### src/rtl/ecc_rdreq_pkg.sv
package ecc_rdreq_pkg;
  // control word layout
  localparam int RAM_LSB  = 0;
  localparam int RAM_W    = 11;
  localparam int RADR_LSB = 16;
  localparam int RADR_W   = 8;
  localparam int START_B  = 15;
  localparam int DONE_B   = 24;
  localparam int REG_W    = 32;

  // word addresses
  localparam int OFS_CTRL = 0;
  localparam int OFS_DATA = 1;

  typedef enum logic {SQ_IDLE = 1'b0, SQ_WAIT = 1'b1} sq_state_e;
endpackage

### src/rtl/ecc_rdreq_seq.sv
module ecc_rdreq_seq
  import ecc_rdreq_pkg::*;
#(
  parameter int TIMEOUT_CYC = 64
) (
  input  logic              clk,
  input  logic              rst,
  input  logic              start_i,
  input  logic [RAM_W-1:0]  start_ram_i,
  input  logic [RADR_W-1:0] start_addr_i,
  input  logic              done_i,
  output logic              req_o,
  output logic [RAM_W-1:0]  req_ram_o,
  output logic [RADR_W-1:0] req_addr_o,
  output logic              done_evt_o,
  output logic              tmo_evt_o,
  output logic              tmo_o
);
  localparam int CNT_W = $clog2(TIMEOUT_CYC + 1);
  localparam logic [CNT_W-1:0] CNT_LAST = CNT_W'(TIMEOUT_CYC - 1);

  sq_state_e        st_q;
  logic [CNT_W-1:0] cnt_q;

  always_comb begin
    done_evt_o = (st_q == SQ_WAIT) && done_i;
    tmo_evt_o  = (st_q == SQ_WAIT) && !done_i && (cnt_q == CNT_LAST);
  end

  always_ff @(posedge clk) begin
    if (rst) begin
      st_q       <= SQ_IDLE;
      cnt_q      <= '0;
      req_o      <= 1'b0;
      req_ram_o  <= '0;
      req_addr_o <= '0;
      tmo_o      <= 1'b0;
    end else begin
      req_o <= 1'b0;
      tmo_o <= tmo_evt_o;
      case (st_q)
        SQ_IDLE: begin
          if (start_i) begin
            req_o      <= 1'b1;
            req_ram_o  <= start_ram_i;
            req_addr_o <= start_addr_i;
            cnt_q      <= '0;
            st_q       <= SQ_WAIT;
          end
        end
        SQ_WAIT: begin
          if (done_evt_o || tmo_evt_o) st_q <= SQ_IDLE;
          else                         cnt_q <= cnt_q + 1'b1;
        end
        default: st_q <= SQ_IDLE;
      endcase
    end
  end

  // request lasts a single cycle
  a_r4_req_single: assert property (@(posedge clk) disable iff (rst)
    req_o |=> !req_o);
  // timeout is a single-cycle pulse
  a_r9_tmo_single: assert property (@(posedge clk) disable iff (rst)
    tmo_o |=> !tmo_o);
  // no request leaves while a read waits
  a_r6_no_req_in_wait: assert property (@(posedge clk) disable iff (rst)
    (st_q == SQ_WAIT && !done_evt_o && !tmo_evt_o) |=> !req_o);
endmodule

### src/rtl/ecc_rdreq_regs.sv
module ecc_rdreq_regs
  import ecc_rdreq_pkg::*;
#(
  parameter int ADDR_W = 2,
  parameter int DATA_W = 32
) (
  input  logic              clk,
  input  logic              rst,
  input  logic              wr_en,
  input  logic [ADDR_W-1:0] wr_addr,
  input  logic [REG_W-1:0]  wr_data,
  input  logic              rd_en,
  input  logic [ADDR_W-1:0] rd_addr,
  output logic [REG_W-1:0]  rd_data,
  input  logic              done_evt_i,
  input  logic              tmo_evt_i,
  input  logic [DATA_W-1:0] done_data_i,
  output logic              start_o,
  output logic [RAM_W-1:0]  start_ram_o,
  output logic [RADR_W-1:0] start_addr_o,
  output logic              busy_o
);
  localparam logic [ADDR_W-1:0] A_CTRL = ADDR_W'(OFS_CTRL);
  localparam logic [ADDR_W-1:0] A_DATA = ADDR_W'(OFS_DATA);

  logic [RAM_W-1:0]  ram_q;
  logic [RADR_W-1:0] radr_q;
  logic              start_q;
  logic              done_q;
  logic [DATA_W-1:0] data_q;
  logic              ctrl_wr;
  logic [REG_W-1:0]  ctrl_word;

  always_comb begin
    ctrl_wr      = wr_en && (wr_addr == A_CTRL);
    start_o      = ctrl_wr && wr_data[START_B] && !start_q;
    start_ram_o  = wr_data[RAM_LSB +: RAM_W];
    start_addr_o = wr_data[RADR_LSB +: RADR_W];
    busy_o       = start_q;
    ctrl_word                         = '0;
    ctrl_word[RAM_LSB +: RAM_W]       = ram_q;
    ctrl_word[RADR_LSB +: RADR_W]     = radr_q;
    ctrl_word[START_B]                = start_q;
    ctrl_word[DONE_B]                 = done_q;
  end

  always_ff @(posedge clk) begin
    if (rst) begin
      ram_q   <= '0;
      radr_q  <= '0;
      start_q <= 1'b0;
      done_q  <= 1'b0;
      data_q  <= '0;
      rd_data <= '0;
    end else begin
      if (ctrl_wr) begin
        ram_q  <= wr_data[RAM_LSB +: RAM_W];
        radr_q <= wr_data[RADR_LSB +: RADR_W];
      end
      if (start_o)                      start_q <= 1'b1;
      else if (done_evt_i || tmo_evt_i) start_q <= 1'b0;
      if (done_evt_i) begin
        done_q <= 1'b1;
        data_q <= done_data_i;
      end else if (ctrl_wr) begin
        done_q <= 1'b0;
      end
      if (rd_en) begin
        if (rd_addr == A_CTRL)      rd_data <= ctrl_word;
        else if (rd_addr == A_DATA) rd_data <= REG_W'(data_q);
        else                        rd_data <= '0;
      end
    end
  end

  // accepted completion leaves the flag set
  a_r7_done_sets_flag: assert property (@(posedge clk) disable iff (rst)
    done_evt_i |=> done_q);
  // a control write without completion clears the flag
  a_r8_write_clears: assert property (@(posedge clk) disable iff (rst)
    (ctrl_wr && !done_evt_i) |=> !done_q);
  // start bit holds until completion or timeout
  a_r5_start_holds: assert property (@(posedge clk) disable iff (rst)
    (start_q && !done_evt_i && !tmo_evt_i) |=> start_q);
  // flag never rises without a completion event
  a_r10_flag_needs_evt: assert property (@(posedge clk) disable iff (rst)
    (!done_q && !done_evt_i) |=> !done_q);
endmodule

### src/rtl/ecc_rdreq_top.sv
module ecc_rdreq_top
  import ecc_rdreq_pkg::*;
#(
  parameter int ADDR_W      = 2,
  parameter int DATA_W      = 32,
  parameter int TIMEOUT_CYC = 64
) (
  input  logic              clk,
  input  logic              rst,
  input  logic              wr_en,
  input  logic [ADDR_W-1:0] wr_addr,
  input  logic [31:0]       wr_data,
  input  logic              rd_en,
  input  logic [ADDR_W-1:0] rd_addr,
  output logic [31:0]       rd_data,
  output logic              srl_req,
  output logic [10:0]       srl_ram,
  output logic [7:0]        srl_addr,
  input  logic              srl_done,
  input  logic [DATA_W-1:0] srl_rdata,
  output logic              tmo_pulse
);
  logic              start;
  logic [RAM_W-1:0]  start_ram;
  logic [RADR_W-1:0] start_addr;
  logic              busy;
  logic              done_evt;
  logic              tmo_evt;

  ecc_rdreq_regs #(.ADDR_W(ADDR_W), .DATA_W(DATA_W)) u_regs (
    .clk(clk), .rst(rst),
    .wr_en(wr_en), .wr_addr(wr_addr), .wr_data(wr_data),
    .rd_en(rd_en), .rd_addr(rd_addr), .rd_data(rd_data),
    .done_evt_i(done_evt), .tmo_evt_i(tmo_evt), .done_data_i(srl_rdata),
    .start_o(start), .start_ram_o(start_ram), .start_addr_o(start_addr),
    .busy_o(busy)
  );

  ecc_rdreq_seq #(.TIMEOUT_CYC(TIMEOUT_CYC)) u_seq (
    .clk(clk), .rst(rst),
    .start_i(start), .start_ram_i(start_ram), .start_addr_i(start_addr),
    .done_i(srl_done),
    .req_o(srl_req), .req_ram_o(srl_ram), .req_addr_o(srl_addr),
    .done_evt_o(done_evt), .tmo_evt_o(tmo_evt), .tmo_o(tmo_pulse)
  );

  // a request only leaves while the start bit shows a read in flight
  a_r4_req_busy: assert property (@(posedge clk) disable iff (rst)
    srl_req |-> busy);
  // timeout pulse follows a cleared start bit
  a_r9_tmo_idle: assert property (@(posedge clk) disable iff (rst)
    tmo_pulse |-> !busy || $past(start));
endmodule

### config.mk
export PLATFORM = sky130hd
export DESIGN_NAME = ecc_rdreq_top
export DESIGN_NICKNAME = d
export VERILOG_FILES = /design/src/rtl/ecc_rdreq_pkg.sv /design/src/rtl/ecc_rdreq_seq.sv /design/src/rtl/ecc_rdreq_regs.sv /design/src/rtl/ecc_rdreq_top.sv
export SDC_FILE = /design/constraint.sdc
export NUM_CORES = 1
export LEC_CHECK = 0
export ABC_AREA = 1
export BUFFER_PORTS_ARGS = -buffer_cell sky130_fd_sc_hd__buf_2
export CAP_MARGIN = 20
export CORE_UTILIZATION = 38
export CTS_CLUSTER_SIZE = 40
export DETAILED_ROUTE_END_ITERATION = 8
export HOLD_SLACK_MARGIN = 0.1
export PLACE_DENSITY_LB_ADDON = 0.25
export SLEW_MARGIN = 20
export SYNTH_ARGS = -nofsm -noshare
export SYNTH_HDL_FRONTEND = slang
export SYNTH_HIERARCHICAL = 1
export SYNTH_SLANG_ARGS = --single-unit
### constraint.sdc
create_clock -name clk -period 1.8 [get_ports clk]
set_input_delay 0.09 -clock clk [delete_from_list [all_inputs] [get_ports clk]]
set_output_delay 0.09 -clock clk [all_outputs]
set_load 0.01 [all_outputs]
After elaboration in Yosys (flattened, before gate mapping)
Index checks and enable logic that the tools add are counted.
- register bits: 114
- input port bits: 73
- output and inout port bits: 53
- add/sub/neg operators: 1
- equal/unequal tests: 4
- multiplexer cells: 12
- bitwise logic cells: 1
- reduce and logical (&&, ||, !) cells: 16
- operators by type and width (cell ; number):
    $mux W32 ; 2
    $mux W7 ; 2
    $pmux W7 S2 ; 1
    $add A7 B1 Y7 const B ; 1
    $eq A7 B6 Y1 const B ; 1
    $logic_and A1 B1 Y1 ; 6
    $mux W1 ; 6
    $logic_not A2 Y1 ; 2
    $ne A2 B2 Y1 const B ; 2
    $reduce_and A2 Y1 ; 2
    $reduce_bool A2 Y1 ; 2
    $eq A2 B1 Y1 const B ; 1
    $logic_not A1 Y1 ; 2
    $pmux W1 S2 ; 1
    $reduce_or A2 Y1 ; 1
    $logic_or A1 B1 Y1 ; 1
    $not A1 Y1 ; 1

Longest topological paths before layout
- depth in word-level cells: 6
- mapped depth: 9
- gate-level depth less buffers: 9

Cells and area by module
Netlist, hierarchy kept.
- modules (own cells, without submodules) (module ; instances ; cells each ; area an instance (µm²) ; sequential area each (µm²)):
    ecc_rdreq_regs ; 1 ; 507 ; 3606.0 ; 1701.6
    ecc_rdreq_seq ; 1 ; 104 ; 1044.8 ; 580.6

Worst setup path before layout
Ideal clock, no wire load.
- kind: register -> register
- from: register u_seq.cnt_q[0]
- to: register u_seq.cnt_q[3]
- arrival time: 1.094 ns
- data required time: 1.685 ns
- path slack: 0.591 ns
- cell stages (with the launch flop): 9
- path buffers: 0
- clock period less this slack: 1.209 ns
- cells stage by stage: dfxtp_1 -> ha_1 -> nand2_1 -> nor2_4 -> nand2_2 -> nand2_4 -> nand2_4 -> a21oi_1 -> nor2_1
- cells in the longest elaborated chain, start to end: 5
- elaborated cells between the ends (all ways): 8
- ends and longest elaborated chain (item ; line ; text):
    start, declared ; ecc_rdreq_seq.sv:23 ; logic [CNT_W-1:0] cnt_q;
    start signal, assigned ; ecc_rdreq_seq.sv:53 ; else cnt_q <= cnt_q + 1'b1;
    branches (longest 5 deep; another with $add A7 B1 Y7) ; -- ;
Several ways; the timed one is not identified. The select of a mux whose other input is x is not followed.
A chain may end at the register's enable or synchronous reset.

Worst setup path in the final report
- from: register u_seq.cnt_q[1]
- to: register u_seq.tmo_o
- cells in the longest elaborated chain, start to end: 2
- ends and longest elaborated chain (item ; line ; text):
    $eq A7 B6 Y1 ; ecc_rdreq_seq.sv:27 ; tmo_evt_o = (st_q == SQ_WAIT) && !done_i && (cnt_q == CNT_LAST);
    $logic_and A1 B1 Y1 ; ecc_rdreq_seq.sv:27 ;
    end signal, assigned ; ecc_rdreq_seq.sv:40 ; tmo_o <= tmo_evt_o;
    end, declared ; ecc_rdreq_seq.sv:17 ; output logic tmo_o
No other way between the ends.

==> flow_summary.toml <==
[placed_design]
preCtsSetupSlack_ns = 0.291
io_buffers = 113
gp_congestion = 0.766
dp_cells = 824
dp_hpwl_mm = 7.66

[timing]
skew_ns = 0.00538
setup_tns_ns = 0
timing.hold.ws_ns = 0.119
finalMaxSlewViolations = 0
rsz0062_at_grt = "false"
relSlewSlack_pct = 46.7
worstMarginPinSlew_ns = 0.796
setup_ws_ns = 0.108
finalCritPeriodShare_pct = 94.0
finalHoldViolCount = 0
finalSetupViolations = 0
clock.fmax_ghz = 0.591
layout_min_cycle_time_ns = 1.69

[setup_path]
critPathRequiredTime_ns = 2.14
setup.worst_path.end_class = "flip-flop"
reg2reg_from = "u_seq/cnt_q[1]"
crit_cells = 8
worstSetupPathType = "flip-flop to flip-flop"
cp_max_fo = 4
slowest_stage = "dlygate4sd3_1"
path_cells = "ha_1 > nand2_1 > nor2_4 > nand2_2 > inv_1 > nand2_1 > nor2_1 > dlygate4sd3_1"
crit_top_cell = "nand2_1"
reg2reg_slack_ns = 0.11
crit_path_end = "u_seq/tmo_o"
critical_path.startpoint = "u_seq/cnt_q[1]"
crit_buf_inv = 2
r2r_end = "u_seq/tmo_o"
rr_worst_depth = 8
crit_arrival_ns = 2.04
cp_top_family = "buffers and inverters"
worst_path_largest_cell_delay_ns = 0.54
start_kind = "flip-flop"

[clock_network]
clockBufferDepth = 2
cts_root_buf = "clkbuf_16"
clkLatencyLatePin_ns = 0.40
cts_max_level = 4
clk_pin_slew_ns = 0.05
numCtsBuffers = 17
clock-sinks = 114
cts_tree = "yes"

[synth]
syn_inst = 611
synth_top_area_share_pct = 49.1
synthesis.area_mm2 = 0.00465
synth_most_common_cell = "nor2_1"
synth_largest_area_cell = "dfxtp_1"
yosysWarnings = 6
ys_ff_latch = 114
synth-main-ff-cell = "dfxtp_1"
synthTopCellsByArea = "dfxtp_1 49%, nor2_1 13%, nand2_1 6.9%, nand3_1 5.3%, o21ai_0 4.2%"
seq_area_frac_synth_pct = 49.1
synth_area_per_cell_um2 = 7.61
syn-num-nets = 685
ys_top_cells_by_count = "155 x nor2_1, 114 x dfxtp_1, 86 x nand2_1"
synth_edf_count = 0
async_flop_share_pct = 0
ys_types = 24

[global_routing]
top_usage_layer = "met2"
grt_start_max_net_pins = 65
antenna_found_initial = 0
globalRouteTotalUtil_pct = 19.7
overflow = 0
grtUsageMet2_pct = 30.7
use_met3_pct = 5.24
use_met1_pct = 26.3
grt_pass1_wl_mm = 19.8
grt_pass1_vias = 4071

[floorplanning]
start_util_pct = 38.9
coreArea_mm2 = 0.0120
rows = 40
die_area_mm2 = 0.0127
die_w_um = 113
pin_count = 126
fp.dieH_um = 113

[power]
switching_share_pct = 22.0
pwr-share-comb_pct = 9.1
irDropWorstVdd_mv = 0.566
switching_power_mw = 1.35
power.density_mw_per_mm2 = 980
clockPowerShare_pct = 47.5
internal_power_mw = 4.76
leakagePower_nw = 3.01
p_seq_share_pct = 43.4

[status]
outcome = "completed"

[final_layout]
finalNonFillerCells = 908
final_nets = 827
drive_gt1_share_pct = 20.2
fillCellCount = 1159
n_antenna_cell = 0
area_delta_synth_final_pct = 34.0
utilization_pct = 52.1

[job]
cap_violations = 0

[route]
drt_iter0_markers = 324
first_pass_iters = 4
wl_per_cell_um = 13.1
routed_wl_mm = 11.9
antenna_left = 0
vias = 4359
drc = 0
drt-vias-per-instance = 4.80

[hold_path]
worst_hold_path_type = "input pin to flip-flop"
## through the flow
stage / power (mW) / instance area, µm²
after floorplan: 3.00 / 4650
after global placement: 3.15 / 5160
after detailed placement: 3.16 / 5160
after CTS: 6.18 / 6230
after global routing: 6.37 / 6230
final: 6.11 / 6230
## cell usage in the layout, fill, tap and decap left out, drive strengths merged, types with 21 or more instances in the layout
cell         Yosys  routed
a21oi           21      21
buf             52     123
clkbuf           5      26
dfxtp          114     114
dlygate4sd3      0      57
inv             36      36
nand2           90      90
nand3           49      49
nor2           158     158
o21ai           44      44
## per-layer routing
| layer | wire length [µm] | share of wire (%) | vias up |
|---|---|---|---|
| li1 | - | - | 2220 |
| met1 | 5750 | 48 | 1977 |
| met2 | 5320 | 45 | 148 |
| met3 | 672 | 5.7 | 14 |
| met4 | 147 | 1.2 | 0 |
| met5 | 0 | 0 | - |
## what timing repair did
item                                    4_1_cts  5_1_grt
hold buffers                                 57        0
endpoints found under the setup margin        0       16
hold endpoints to repair                     74        0
setup buffers                                 0        0
gates resized for setup                       0        1
## how the worst min path moves through the flow
stage / from / endpoint / depth (start not counted)
4_1_cts: rst / u_seq/cnt_q[1] / 2
6_report: rst / u_seq/cnt_q[1] / 2
2_1_floorplan: rst / u_seq/cnt_q[1] / 1
5_1_grt: rst / u_seq/cnt_q[1] / 2
3_3_place_gp: srl_rdata[27] / u_regs/data_q[27] / 3
3_5_place_dp: srl_rdata[6] / u_regs/data_q[6] / 3
## power groups by stage
stage               registers [mW]  clock network, mW  logic (mW)
floorplan                     2.72                  0       0.285
global placement              2.70                  0       0.452
detailed placement            2.70                  0       0.457
CTS                           2.65               2.97       0.554
global route                  2.66               3.09       0.614
finish                        2.65               2.90       0.554
## logic make-up after synthesis
family	Yosys count	synth area share, %
compound gates	85	10.9
buf+inv	94	10.4
fa+ha+maj	1	0.269
simple gates	317	29.3
flops	114	49.1
## sequential cells by signal, summed over array words and instances, names as in the netlist
| name | cells |
|---|---|
| u_seq/req_o | 1 |
| u_regs/done_q | 1 |
| u_regs/rd_data | 32 |
| u_regs/data_q | 32 |
| u_regs/ram_q | 11 |
| u_seq/st_q | 1 |
| u_regs/radr_q | 8 |
| u_seq/req_ram_o | 11 |
| u_regs/busy_o | 1 |
| u_seq/req_addr_o | 8 |
| u_seq/tmo_o | 1 |
| u_seq/cnt_q | 7 |
## layout make-up
cell class	instances	area, µm²	area share (%)
clock buffer	26	469	7.53
clock inverter	1	30.0	0.482
inverter	37	140	2.25
multi-input combinational	403	1890	30.3
sequential	114	2280	36.6
tap	147	184	2.95
timing repair buffer	180	1240	19.8
Power figures use the tool's default switching activity.
